===== src/rtl/spi_fifo_pkg.sv =====
package spi_fifo_pkg;
  // interrupt source positions
  localparam int IRQ_TX_EMPTY = 0;
  localparam int IRQ_TX_OVF   = 1;
  localparam int IRQ_RX_UDF   = 2;
  localparam int IRQ_RX_OVF   = 3;
  localparam int IRQ_RX_THR   = 4;

  // strobes from control to datapath
  typedef struct packed {
    logic txWr;
    logic txRd;
    logic rxWr;
    logic rxRd;
    logic flush;
  } fifoStrobe_t;
endpackage


===== src/rtl/spi_fifo_mem.sv =====
module spi_fifo_mem #(
  parameter int DEPTH = 32,
  parameter int WIDTH = 16,
  localparam int PW = $clog2(DEPTH),
  localparam int LW = PW + 1
) (
  input  logic             clk,
  input  logic             rstN,
  input  logic             flush,
  input  logic             wr,
  input  logic             rd,
  input  logic [WIDTH-1:0] wrData,
  output logic [WIDTH-1:0] headData,
  output logic [LW-1:0]    level
);
  logic [WIDTH-1:0] mem [DEPTH];
  logic [PW-1:0]    wrPtr;
  logic [PW-1:0]    rdPtr;

  always_ff @(posedge clk) begin
    if (wr && !flush) mem[wrPtr] <= wrData;
  end

  always_ff @(posedge clk or negedge rstN) begin
    if (!rstN) begin
      wrPtr <= '0;
      rdPtr <= '0;
      level <= '0;
    end else if (flush) begin
      wrPtr <= '0;
      rdPtr <= '0;
      level <= '0;
    end else begin
      if (wr) wrPtr <= wrPtr + 1'b1;
      if (rd) rdPtr <= rdPtr + 1'b1;
      level <= level + LW'(wr) - LW'(rd);
    end
  end

  assign headData = mem[rdPtr];
endmodule


===== src/rtl/spi_fifo_dpath.sv =====
module spi_fifo_dpath
  import spi_fifo_pkg::*;
#(
  parameter int DEPTH = 32,
  parameter int WIDTH = 16,
  localparam int LW = $clog2(DEPTH) + 1
) (
  input  logic             clk,
  input  logic             rstN,
  input  fifoStrobe_t      strobe,
  input  logic [WIDTH-1:0] busPushData,
  input  logic [WIDTH-1:0] engPushData,
  output logic [WIDTH-1:0] busPopData,
  output logic [WIDTH-1:0] engPopData,
  output logic [LW-1:0]    txLevel,
  output logic [LW-1:0]    rxLevel
);
  logic [WIDTH-1:0] txHead;
  logic [WIDTH-1:0] rxHead;

  spi_fifo_mem #(.DEPTH(DEPTH), .WIDTH(WIDTH)) u_txFifo (
    .clk(clk), .rstN(rstN), .flush(strobe.flush),
    .wr(strobe.txWr), .rd(strobe.txRd), .wrData(busPushData),
    .headData(txHead), .level(txLevel)
  );

  spi_fifo_mem #(.DEPTH(DEPTH), .WIDTH(WIDTH)) u_rxFifo (
    .clk(clk), .rstN(rstN), .flush(strobe.flush),
    .wr(strobe.rxWr), .rd(strobe.rxRd), .wrData(engPushData),
    .headData(rxHead), .level(rxLevel)
  );

  // a pop that delivers nothing returns zero
  assign busPopData = strobe.rxRd ? rxHead : '0;
  assign engPopData = strobe.txRd ? txHead : '0;
endmodule


===== src/rtl/spi_fifo_ctrl.sv =====
module spi_fifo_ctrl
  import spi_fifo_pkg::*;
#(
  parameter int DEPTH = 32,
  localparam int LW = $clog2(DEPTH) + 1
) (
  input  logic          clk,
  input  logic          rstN,
  input  logic          enable,
  input  logic          engBusy,
  input  logic          busPush,
  input  logic          busPop,
  input  logic          engPush,
  input  logic          engPop,
  input  logic [LW-1:0] txLevel,
  input  logic [LW-1:0] rxLevel,
  input  logic [LW-1:0] rxThresh,
  input  logic [LW-1:0] txDmaThresh,
  input  logic [LW-1:0] rxDmaThresh,
  input  logic [4:0]    intMask,
  input  logic          clrWrite,
  input  logic [3:0]    clrBits,
  input  logic [1:0]    dmaEnable,
  output fifoStrobe_t   strobe,
  output logic [4:0]    status,
  output logic [4:0]    rawIrq,
  output logic [4:0]    maskedIrq,
  output logic          irq,
  output logic          txDmaReq,
  output logic          rxDmaReq
);
  localparam logic [LW-1:0] FULL_LVL = LW'(DEPTH);

  logic txFull, txEmpty, rxFull, rxEmpty;
  logic txOvfEvt, rxOvfEvt, rxUdfEvt;
  logic clrAll;
  logic txOvf, rxOvf, rxUdf;

  assign txFull  = (txLevel == FULL_LVL);
  assign txEmpty = (txLevel == '0);
  assign rxFull  = (rxLevel == FULL_LVL);
  assign rxEmpty = (rxLevel == '0);

  always_comb begin
    strobe.flush = !enable;
    strobe.txWr  = enable && busPush && !txFull;
    strobe.txRd  = enable && engPop && !txEmpty;
    strobe.rxWr  = enable && engPush && !rxFull;
    strobe.rxRd  = enable && busPop && !rxEmpty;
  end

  assign txOvfEvt = enable && busPush && txFull;
  assign rxOvfEvt = enable && engPush && rxFull;
  assign rxUdfEvt = busPop && !strobe.rxRd;
  assign clrAll   = clrWrite && clrBits[0];

  // sticky flags: a new event wins over a clear in the same cycle
  always_ff @(posedge clk or negedge rstN) begin
    if (!rstN) begin
      txOvf <= 1'b0;
      rxOvf <= 1'b0;
      rxUdf <= 1'b0;
    end else begin
      txOvf <= txOvfEvt || (txOvf && !(clrAll || (clrWrite && clrBits[3])));
      rxOvf <= rxOvfEvt || (rxOvf && !(clrAll || (clrWrite && clrBits[2])));
      rxUdf <= rxUdfEvt || (rxUdf && !(clrAll || (clrWrite && clrBits[1])));
    end
  end

  always_comb begin
    rawIrq               = '0;
    rawIrq[IRQ_TX_EMPTY] = txEmpty;
    rawIrq[IRQ_TX_OVF]   = txOvf;
    rawIrq[IRQ_RX_UDF]   = rxUdf;
    rawIrq[IRQ_RX_OVF]   = rxOvf;
    rawIrq[IRQ_RX_THR]   = rxLevel > rxThresh;
  end

  assign maskedIrq = rawIrq & intMask;
  assign irq       = |maskedIrq;
  assign status    = {rxFull, rxEmpty, txEmpty, txFull, engBusy};
  assign txDmaReq  = dmaEnable[1] && (txLevel <= txDmaThresh);
  assign rxDmaReq  = dmaEnable[0] && (rxLevel > rxDmaThresh);
endmodule


===== src/rtl/spi_fifo_stat.sv =====
module spi_fifo_stat
  import spi_fifo_pkg::*;
#(
  parameter int DEPTH = 32,
  parameter int WIDTH = 16,
  localparam int LW = $clog2(DEPTH) + 1
) (
  input  logic             clk,
  input  logic             rstN,
  input  logic             enable,
  input  logic             engBusy,
  input  logic             busPush,
  input  logic [WIDTH-1:0] busPushData,
  input  logic             busPop,
  output logic [WIDTH-1:0] busPopData,
  input  logic             engPush,
  input  logic [WIDTH-1:0] engPushData,
  input  logic             engPop,
  output logic [WIDTH-1:0] engPopData,
  input  logic [LW-1:0]    rxThresh,
  input  logic [LW-1:0]    txDmaThresh,
  input  logic [LW-1:0]    rxDmaThresh,
  input  logic [4:0]       intMask,
  input  logic             clrWrite,
  input  logic [3:0]       clrBits,
  input  logic [1:0]       dmaEnable,
  output logic [LW-1:0]    txLevel,
  output logic [LW-1:0]    rxLevel,
  output logic [4:0]       status,
  output logic [4:0]       rawIrq,
  output logic [4:0]       maskedIrq,
  output logic             irq,
  output logic             txDmaReq,
  output logic             rxDmaReq,
  output logic             deepFifo
);
  fifoStrobe_t strobe;

  spi_fifo_ctrl #(.DEPTH(DEPTH)) u_ctrl (
    .clk(clk), .rstN(rstN), .enable(enable), .engBusy(engBusy),
    .busPush(busPush), .busPop(busPop), .engPush(engPush), .engPop(engPop),
    .txLevel(txLevel), .rxLevel(rxLevel), .rxThresh(rxThresh),
    .txDmaThresh(txDmaThresh), .rxDmaThresh(rxDmaThresh),
    .intMask(intMask), .clrWrite(clrWrite), .clrBits(clrBits),
    .dmaEnable(dmaEnable), .strobe(strobe), .status(status),
    .rawIrq(rawIrq), .maskedIrq(maskedIrq), .irq(irq),
    .txDmaReq(txDmaReq), .rxDmaReq(rxDmaReq)
  );

  spi_fifo_dpath #(.DEPTH(DEPTH), .WIDTH(WIDTH)) u_dpath (
    .clk(clk), .rstN(rstN), .strobe(strobe),
    .busPushData(busPushData), .engPushData(engPushData),
    .busPopData(busPopData), .engPopData(engPopData),
    .txLevel(txLevel), .rxLevel(rxLevel)
  );

  assign deepFifo = (DEPTH == 64);
endmodule


===== config.mk =====
export PLATFORM = sky130hd
export DESIGN_NAME = spi_fifo_stat
export DESIGN_NICKNAME = d
export VERILOG_FILES = /design/src/rtl/spi_fifo_pkg.sv /design/src/rtl/spi_fifo_mem.sv /design/src/rtl/spi_fifo_dpath.sv /design/src/rtl/spi_fifo_ctrl.sv /design/src/rtl/spi_fifo_stat.sv
export SDC_FILE = /design/constraint.sdc
export NUM_CORES = 1
export LEC_CHECK = 0
export BUFFER_PORTS_ARGS = -buffer_cell sky130_fd_sc_hd__buf_2
export CAP_MARGIN = 20
export CORE_UTILIZATION = 60
export DETAILED_ROUTE_END_ITERATION = 6
export PLACE_DENSITY = 0.75
export SLEW_MARGIN = 20
export SYNTH_ARGS = -nofsm -noshare
export SYNTH_HDL_FRONTEND = slang
export SYNTH_HIERARCHICAL = 1
export SYNTH_SLANG_ARGS = --single-unit

===== constraint.sdc =====
create_clock -name clk -period 3.5 [get_ports clk]
set_input_delay 0.875 -clock clk [delete_from_list [all_inputs] [get_ports clk]]
set_output_delay 0.875 -clock clk [all_outputs]
set_load 0.05 [all_outputs]

==> results.toml, run 1 <==
[run_status]
status = "finished with violations"
violations = "negative setup slack"

[timing]
report.final.slew_viol_count = 0
period_needed_ns = 3.970
finClkSkew_ns = 0.02101
final-setup-viol-count = 32
worst_slack_ns = -0.4697
slew_headroom_pct = 43.30
rsz0062_at_grt = "yes"
hold_viol = 0
worst-slew-pin-transition_ns = 0.8505
finalCritPeriodShare_pct = 113.4
timing.fmax_ghz = 0.2519

[die]
num_rows = 96
die_w_um = 267.3
initial_utilization_pct = 61.15
pin_count = 133
die_area_mm2 = 0.07146
fp.dieH_um = 267.3
core_mm2 = 0.06907

[power_and_ir_drop]
p_per_area_mw_per_mm2 = 590.9
leakagePower_uw = 0.01646
swShare_pct = 25.24
seqPwrFrac_pct = 47.6
ir_drop_uv = 494.4
p_int_uw = 22230
power_uw = 29740
pwr-share-comb_pct = 17.7
clockPowerShare_pct = 34.6
p_sw_uw = 7505

[yosys]
async_flop_share_pct = 3.305
synth.most_common_cell = "edfxtp_1"
synth_edf_count = 1024
ys.warnings.count = 6
syn_inst = 2104
synth_area_leader_cell = "edfxtp_1"
postSynthAreaPerCell_um2 = 20.07
syn_nets = 2216
synth.area.top_cells = "edfxtp_1 (73%), mux4_2 (9.5%), mux2i_1 (3.0%)"
synth_common_cells = "edfxtp_1 (1024), mux4_2 (178), mux2i_1 (128)"
ys_seq_area_share_pct = 74.88
yosysTopAreaCellShare_pct = 72.80
netlist-cell-type-count = 52
syn-cell-area_mm2 = 0.04224
ys_ff_latch = 1059
synth-main-ff-cell = "edfxtp_1"

[route]
route.final.wire_length_um = 107600
dr.pass1.iters = 5
routed_via_density = 6.625
drc = 0
wire_per_inst_um = 31.05
drt_iter0_markers = 2970
vias = 22957
ant_nets = 0

[setup_path]
reg2reg_from = "u_dpath/u_txFifo/level[1]$_DFF_PN0_"
r2r-end = "u_dpath/u_txFifo/level[4]$_DFF_PN0_"
critical_path.max_fanout = 7
arrival_ns = 3.09
start_kind = "register"
r2r_setup_slack_ns = 0.49
crit_type = "register to output pin"
critPathCapture = "engPopData[1]"
required_ns = 2.62
worst_setup_path_end_kind = "output pin"
r2r_cells = 11
worstSetupStartpoint = "u_dpath/u_txFifo/rdPtr[0]$_DFFE_PN0P_"

[finish]
fillers = 3720
nNetsFinal = 2572
area_delta_synth_final_pct = 19.14
layout-drive-gt1-share_pct = 33.68

[placed_design]
hpwl_um = 58210
place_congestion = 0.8390
io_buffers = 129
place_ws_ns = -0.0007561

[global_routing]
grt_antenna_before_repair = 0
grt_pass1_wl_um = 152600
track_usage_pct = 30.09
grt_max_degree = 36
grt_pass1_vias = 23186
grt_overflow_total = 0

[cts]
clock_latency_ns = 0.65
clk_path_buf_depth = 3
h-tree-depth = 3
root_buffer = "clkbuf_16"
cts_sinks = 1059
clkTransAtPathRegs_ns = 0.06
ctsHoldBuffers = 0
numCtsBuffers = 101
tritoncts = "yes"

[min_path]
holdCritPathClass = "input port to asynchronous set/reset pin"

[flow_run]
drv_cap = 0
==> critical path: stages (launching register included) <==
cell and delay (ns):
dfrtp_4 0.51, buf_12 0.15, buf_12 0.14, mux4_2 0.43, a22o_4 0.31, a2111oi_4 0.38, buf_4 0.20, a21oi_2 0.03
and2_4 0.16, buf_8 0.14
==> layout by cell type (no fill, tap or decap), drive strengths merged, types with 10 or more instances in the layout <==
cell type,count
a2111oi,31
a21oi,79
a22o,30
a22oi,32
and2,36
buf,372
clkbuf,125
clkinv,39
dfrtp,35
edfxtp,1024
ha,40
inv,47
mux2i,128
mux4,196
nand2,28
nand3b,10
nand4,11
nor2,108
o221ai,33
o22ai,30
xnor2,10
xor2,14
==> area by class of cell <==
cell class	count	area, µm²	share of cell area, %
clock buffers	122	2628	5.222
well taps	931	1165	2.315
clock inverters	54	440.4	0.8752
diodes	1	2.502	0.004973
flip-flops and latches	1059	31650	62.89
inverters	43	161.4	0.3208
multi-input cells	878	10510	20.88
repair buffers	377	3770	7.492
==> sequential cells by signal, indices dropped and copies added (netlist names), 5 cells and up <==
| signal | cells |
|---|---|
| u_dpath/u_rxFifo/level | 6 |
| u_dpath/u_rxFifo/mem | 512 |
| u_dpath/u_rxFifo/rdPtr | 5 |
| u_dpath/u_rxFifo/wrPtr | 5 |
| u_dpath/u_txFifo/level | 6 |
| u_dpath/u_txFifo/mem | 512 |
| u_dpath/u_txFifo/rdPtr | 5 |
| u_dpath/u_txFifo/wrPtr | 5 |
==> cell families after synthesis <==
group / after synthesis / synth area share (%)
mux: 324 / 13.64
other cells: 1 / 0.008879
buf+inv: 167 / 2.266
compound gates: 253 / 4.624
simple gates: 234 / 2.802
flops: 1059 / 74.88
fa+ha+maj: 42 / 1.280
xor+xnor: 24 / 0.4977
==> stage by stage <==
step	setup TNS, ns	instances	utilization, %	instance area (µm²)	hold slack [ns]
2_1_floorplan	0	2104	-	42240	0.4522
3_3_place_gp	0	3211	65.00	44890	0.5018
3_5_place_dp	-0.0007561	3211	65.00	44890	0.5059
4_1_cts	-11.09	3441	72.12	49810	0.3418
5_1_grt	-12.87	3464	72.86	50320	0.4100
6_report	-11.02	3465	72.86	50320	0.3427
==> layer usage <==
layer	share of wire [%]	track usage, %
met5	0	0
met3	13	8.983
met2	48	47.24
met1	37	41.22
met4	2.5	8.823
==> power by group through the flow <==
stage               logic (µW)  clock network [µW]  registers (µW)
CTS                       4970               10300           14200
finish                    5270               10300           14200
floorplan                 2950                   0           14600
global route              5560               10800           14200
detailed placement        4060                   0           14400
global placement          3930                   0           14400
==> worst min-delay path by stage <==
stage                     cells after the start                                  end  slack, ns              startpoint
after floorplan                               2               u_ctrl/rxUdf$_DFF_PN0_       0.45  u_ctrl/rxUdf$_DFF_PN0_
after global placement                        2               u_ctrl/txOvf$_DFF_PN0_       0.50  u_ctrl/txOvf$_DFF_PN0_
after detailed placement                      2               u_ctrl/txOvf$_DFF_PN0_       0.51  u_ctrl/txOvf$_DFF_PN0_
after CTS                                     1  u_dpath/u_txFifo/level[5]$_DFF_PN0_       0.34                    rstN
after global routing                          1  u_dpath/u_rxFifo/level[2]$_DFF_PN0_       0.41                    rstN
final                                         1  u_dpath/u_txFifo/level[5]$_DFF_PN0_       0.34                    rstN
==> repair_timing <==
action / CTS / global route
setup buffers: 40 / 26
setup endpoints to repair: 35 / 34
pin swaps: 42 / 36
cloned: 15 / 3
resized for setup: 237 / 76
Note: power is estimated with default switching activity, not from simulation.
==> run 2: changes to the inputs <==
- TNS_END_PERCENT: unset -> 30
==> run 2 against run 1 <==
The flow still finishes with violations (negative setup slack). Total power down 1.3%. Clock skew increased by 0.0022 ns. Maximum frequency decreased by 3.1%. Wire length shrank 4.0%. Sequential power is essentially flat. Worst setup slack got worse by 0.13 ns. Largest power group unchanged.
==> results.toml, run 2 (synthesis results as in run 1) <==
[run_status]
status = "finished with violations"
violations = "negative setup slack"

[route]
ant_nets = 0
wire_per_inst_um = 30.04
routed_via_density = 6.538
drc = 0
drt_iter0_markers = 2863
dr.pass1.iters = 5
route.final.wire_length_um = 103300
vias = 22485

[die]
fp.dieH_um = 267.3
die_area_mm2 = 0.07146
num_rows = 96
die_w_um = 267.3
core_mm2 = 0.06907
initial_utilization_pct = 61.15
pin_count = 133

[global_routing]
grt_pass1_vias = 22817
grt_antenna_before_repair = 1
grt_overflow_total = 0
track_usage_pct = 29.15
grt_pass1_wl_um = 148200
grt_max_degree = 36

[setup_path]
worst_setup_path_end_kind = "output pin"
r2r_cells = 11
reg2reg_from = "u_dpath/u_txFifo/level[1]$_DFF_PN0_"
required_ns = 2.62
critical_path.max_fanout = 19
r2r_setup_slack_ns = 0.50
crit_type = "register to output pin"
worstSetupStartpoint = "u_dpath/u_txFifo/rdPtr[0]$_DFFE_PN0P_"
arrival_ns = 3.22
critPathCapture = "engPopData[12]"
cp_slowest_cell = "dfrtp_4"
max_stage_delay_ns = 0.52
worstPathCellList = "buf_12, buf_4, bufbuf_16, mux2i_2, o22ai_1, a2111oi_4, buf_4, a21oi_1, and2_1, buf_6"
start_kind = "register"
cpMostUsedCell = "buf_4"
r2r-end = "u_dpath/u_txFifo/level[4]$_DFF_PN0_"

[finish]
layout-drive-gt1-share_pct = 32.23
multi_input_area_mm2 = 0.01033
area_delta_synth_final_pct = 17.58
top_regs = "u_dpath/u_rxFifo/mem (512), u_dpath/u_txFifo/mem (512)"
layout_commonest_cell = "edfxtp_1"
regArea_mm2 = 0.03165
layout_common_cells = "edfxtp_1 (1024), mux4_2 (193), buf_4 (167)"
fillers = 3868
nNetsFinal = 2546

[timing]
final-setup-viol-count = 32
worst-slew-pin-transition_ns = 0.8366
rsz0062_at_grt = "yes"
worst_slack_ns = -0.5984
finClkSkew_ns = 0.02325
report.final.slew_viol_count = 0
slew_headroom_pct = 44.23
period_needed_ns = 4.098
finalSetupTns_ns = -11.43
hold_viol = 0
timing.fmax_ghz = 0.2440
finalCritPeriodShare_pct = 117.1

[power_and_ir_drop]
leakagePower_uw = 0.01619
ir_drop_uv = 494.7
power_uw = 29340
p_per_area_mw_per_mm2 = 590.9

[cts]
cts_sinks = 1059
h-tree-depth = 3
clock_latency_ns = 0.65
numCtsBuffers = 101
clkTransAtPathRegs_ns = 0.06
clk_path_buf_depth = 3
root_buffer = "clkbuf_16"
tritoncts = "yes"
ctsHoldBuffers = 0

[placed_design]
place_congestion = 0.8390
hpwl_um = 58210
io_buffers = 129

[min_path]
holdCritPathClass = "input port to asynchronous set/reset pin"

[flow_run]
drv_cap = 0
==> run 2: changes by cell type in the layout (fill, tap and decap cells not counted), sizes merged <==
cell           delta
buf              -30
bufbuf            +3
clkbuf            +2
clkdlybuf4s18     -1
==> run 2: report_power, final <==
group          total [µW]  switching [µW]  internal, µW  leakage (µW)
sequential          14200             160         14000       0.00966
clock               10200            4490          5760       0.00149
combinational        4920            2680          2240       0.00504
total               29300            7330         22000        0.0162
==> run 2: what timing repair did <==
action	4_1_cts	5_1_grt
pin swaps	28	21
setup endpoints to repair	35	35
gates resized for setup	149	69
gates cloned	9	5
hold endpoints to repair	0	0
buffers inserted	18	21
==> run 2: routing by layer <==
layer  vias up  track usage [%]  wire length (µm)
li1       9276                -                 -
met1     11601            40.44             38840
met2      1454            45.08             49720
met3       154            8.560             12390
met4         0            9.118              2348
met5         -                0                 0
==> run 2: critical path, delay by kind of cell, from the launching register on <==
family	cells	cell delay (ns)
buf+inv	5	0.98
compound gates	3	0.68
flops	1	0.52
mux	1	0.22
simple gates	1	0.18
==> run 2: worst min path at each step <==
| stage | depth (start not counted) | endpoint | from | slack, ns |
|---|---|---|---|---|
| after detailed placement | 2 | u_ctrl/txOvf$_DFF_PN0_ | u_ctrl/txOvf$_DFF_PN0_ | 0.51 |
| after floorplan | 2 | u_ctrl/rxUdf$_DFF_PN0_ | u_ctrl/rxUdf$_DFF_PN0_ | 0.45 |
| after CTS | 1 | u_dpath/u_txFifo/level[5]$_DFF_PN0_ | rstN | 0.34 |
| after global routing | 1 | u_dpath/u_txFifo/level[3]$_DFF_PN0_ | rstN | 0.41 |
| after global placement | 2 | u_ctrl/txOvf$_DFF_PN0_ | u_ctrl/txOvf$_DFF_PN0_ | 0.50 |
| final | 1 | u_dpath/u_txFifo/level[5]$_DFF_PN0_ | rstN | 0.34 |
==> run 2: per-stage QoR <==
step	hold slack (ns)	util, %	std cells	area, µm²	setup WS [ns]
floorplan	0.4522	-	2104	42240	0.03365
global placement	0.5018	65.00	3211	44890	0.05884
detailed placement	0.5059	65.00	3211	44890	-0.0007561
CTS	0.3417	71.07	3413	49090	-0.4783
global route	0.4051	71.90	3438	49660	-0.6387
finish	0.3385	71.91	3439	49660	-0.5984
==> run 2: area by class of cell <==
type,instances,share of cell area (%)
Tap cell,931,2.346
Antenna cell,1,0.005039
Clock inverter,54,0.8868
Timing Repair Buffer,351,6.611
Sequential cell,1059,63.73
Multi-Input combinational cell,878,20.81
Inverter,43,0.3250
Clock buffer,122,5.291
==> run 3: changes to the inputs <==
- CTS_BUF_LIST: unset -> sky130_fd_sc_hd__clkbuf_4 sky130_fd_sc_hd__clkbuf_8
==> run 3 against run 2 <==
The flow still finishes with violations (negative setup slack). Critical endpoint is now busPopData[15]. Count of clock-buffer cells in the layout up 103. Hold slack worse by 0.16 ns. Sequential cell count unchanged. Wire length down 1.1%. Die area unchanged. Worst setup slack better by 0.019 ns. Largest cell class unchanged. Sequential power about the same.
==> results.toml, run 3 (synthesis results as in run 1) <==
[finish]
layout-drive-gt1-share_pct = 36.02
final_area_mm2 = 0.04999
fillers = 3792
nNetsFinal = 2604
layout_common_cells = "edfxtp_1 (1024), mux4_2 (190), clkbuf_8 (166)"
top_regs = "u_dpath/u_rxFifo/mem (512), u_dpath/u_txFifo/mem (512)"
area_delta_synth_final_pct = 18.35
layout_commonest_cell = "edfxtp_1"

[cts]
clock_latency_ns = 0.82
root_buffer = "clkbuf_8"
tritoncts = "yes"
clkTransAtPathRegs_ns = 0.06
cts_sinks = 1059
clk_path_buf_depth = 3
numCtsBuffers = 161
h-tree-depth = 4

[die]
core_mm2 = 0.06907
pin_count = 133
num_rows = 96
die_area_mm2 = 0.07146
initial_utilization_pct = 61.15
fp.dieH_um = 267.3
die_w_um = 267.3

[global_routing]
grt_max_degree = 36
track_usage_pct = 29.23
grt_overflow_total = 0
grt_pass1_vias = 23241
grt_antenna_before_repair = 1
grt_pass1_wl_um = 148000

[route]
drc = 0
wire_per_inst_um = 28.74
drt_iter0_markers = 2822
dr.pass1.iters = 5
ant_nets = 0
routed_via_density = 6.407
route.final.wire_length_um = 102100
vias = 22772

[setup_path]
max_stage_delay_ns = 0.48
start_kind = "register"
worst_setup_path_end_kind = "output pin"
r2r_cells = 11
arrival_ns = 3.20
cpMostUsedCell = "buf_4"
reg2reg_from = "u_dpath/u_txFifo/level[0]$_DFF_PN0_"
crit_type = "register to output pin"
required_ns = 2.62
critical_path.max_fanout = 19
cp_slowest_cell = "dfrtp_4"
worstPathCellList = "buf_6, buf_4, bufbuf_16, mux2i_1, o22ai_1, a2111oi_4, a21oi_1, and2_2, buf_4"
r2r-end = "u_dpath/u_txFifo/level[4]$_DFF_PN0_"
r2r_setup_slack_ns = 0.50

[timing]
report.final.slew_viol_count = 0
hold_viol = 0
slew_headroom_pct = 43.49
timing.fmax_ghz = 0.2451
holdWs_ns = 0.1814
finalSetupTns_ns = -14.76
worst-slew-pin-transition_ns = 0.8477
worst_slack_ns = -0.5799
period_needed_ns = 4.080
rsz0062_at_grt = "yes"
finClkSkew_ns = 0.02278
finalCritPeriodShare_pct = 116.6
final-setup-viol-count = 32

[placed_design]
placed_cell_area_mm2 = 0.04489
place_congestion = 0.8390
io_buffers = 129
hpwl_um = 58210
place_ws_ns = -0.0007561

[flow_run]
drv_cap = 0

[power_and_ir_drop]
power_uw = 29130
leakagePower_uw = 0.01641
ir_drop_uv = 503.8
p_per_area_mw_per_mm2 = 582.8

[run_status]
violations = "negative setup slack"
status = "finished with violations"

[min_path]
holdCritPathClass = "input port to asynchronous set/reset pin"
-- run 3: routing by layer --
layer	global-route usage (%)	wire, µm
met1	40.29	38690
met2	44.37	48310
met3	9.755	12870
met4	9.584	2283
met5	0	0
-- run 3: power breakdown --
part / total, µW / switching (µW) / internal, µW
combinational: 5020 / 2710 / 2310
sequential: 14200 / 169 / 14000
clock: 9920 / 4580 / 5340
-- run 3: how the worst max path moves through the flow --
stage / cells past startpoint / from / end
4_1_cts: 9 / u_dpath/u_txFifo/rdPtr[0]$_DFFE_PN0P_ / engPopData[12]
3_5_place_dp: 8 / u_dpath/u_txFifo/rdPtr[0]$_DFFE_PN0P_ / engPopData[9]
3_3_place_gp: 8 / u_dpath/u_txFifo/rdPtr[0]$_DFFE_PN0P_ / engPopData[9]
6_report: 9 / u_dpath/u_rxFifo/rdPtr[0]$_DFFE_PN0P_ / busPopData[15]
5_1_grt: 9 / u_dpath/u_rxFifo/rdPtr[0]$_DFFE_PN0P_ / busPopData[1]
2_1_floorplan: 5 / txDmaThresh[5] / txDmaReq
-- run 3: critical path: cells and delay by family (launching register included) --
| kind | cells | cell delay, ns |
|---|---|---|
| buf+inv | 4 | 0.82 |
| compound gates | 3 | 0.65 |
| simple gates | 1 | 0.21 |
| flops | 1 | 0.48 |
| mux | 1 | 0.25 |
-- run 3: timing repair --
| item | in CTS | in global routing |
|---|---|---|
| pin swaps | 47 | 23 |
| gates resized for setup | 198 | 66 |
| setup endpoints to repair | 35 | 35 |
| cloned | 12 | 6 |
| hold buffers | 0 | 0 |
| setup buffers | 21 | 15 |
-- run 3: through the flow --
step	instances	utilization [%]
after floorplan	2104	-
after global placement	3211	65.00
after detailed placement	3211	65.00
after CTS	3536	71.82
after global routing	3553	72.38
final	3554	72.38
-- run 3: layout make-up --
cell class,instances,area [µm²],share of cell area (%)
clock buffers,225,2728,5.456
flip-flops and latches,1059,31650,63.31
multi-input cells,878,10470,20.94
diodes,2,5.005,0.01001
inverters,43,161.4,0.3229
well taps,931,1165,2.330
clock inverters,67,435.4,0.8710
repair buffers,349,3379,6.760
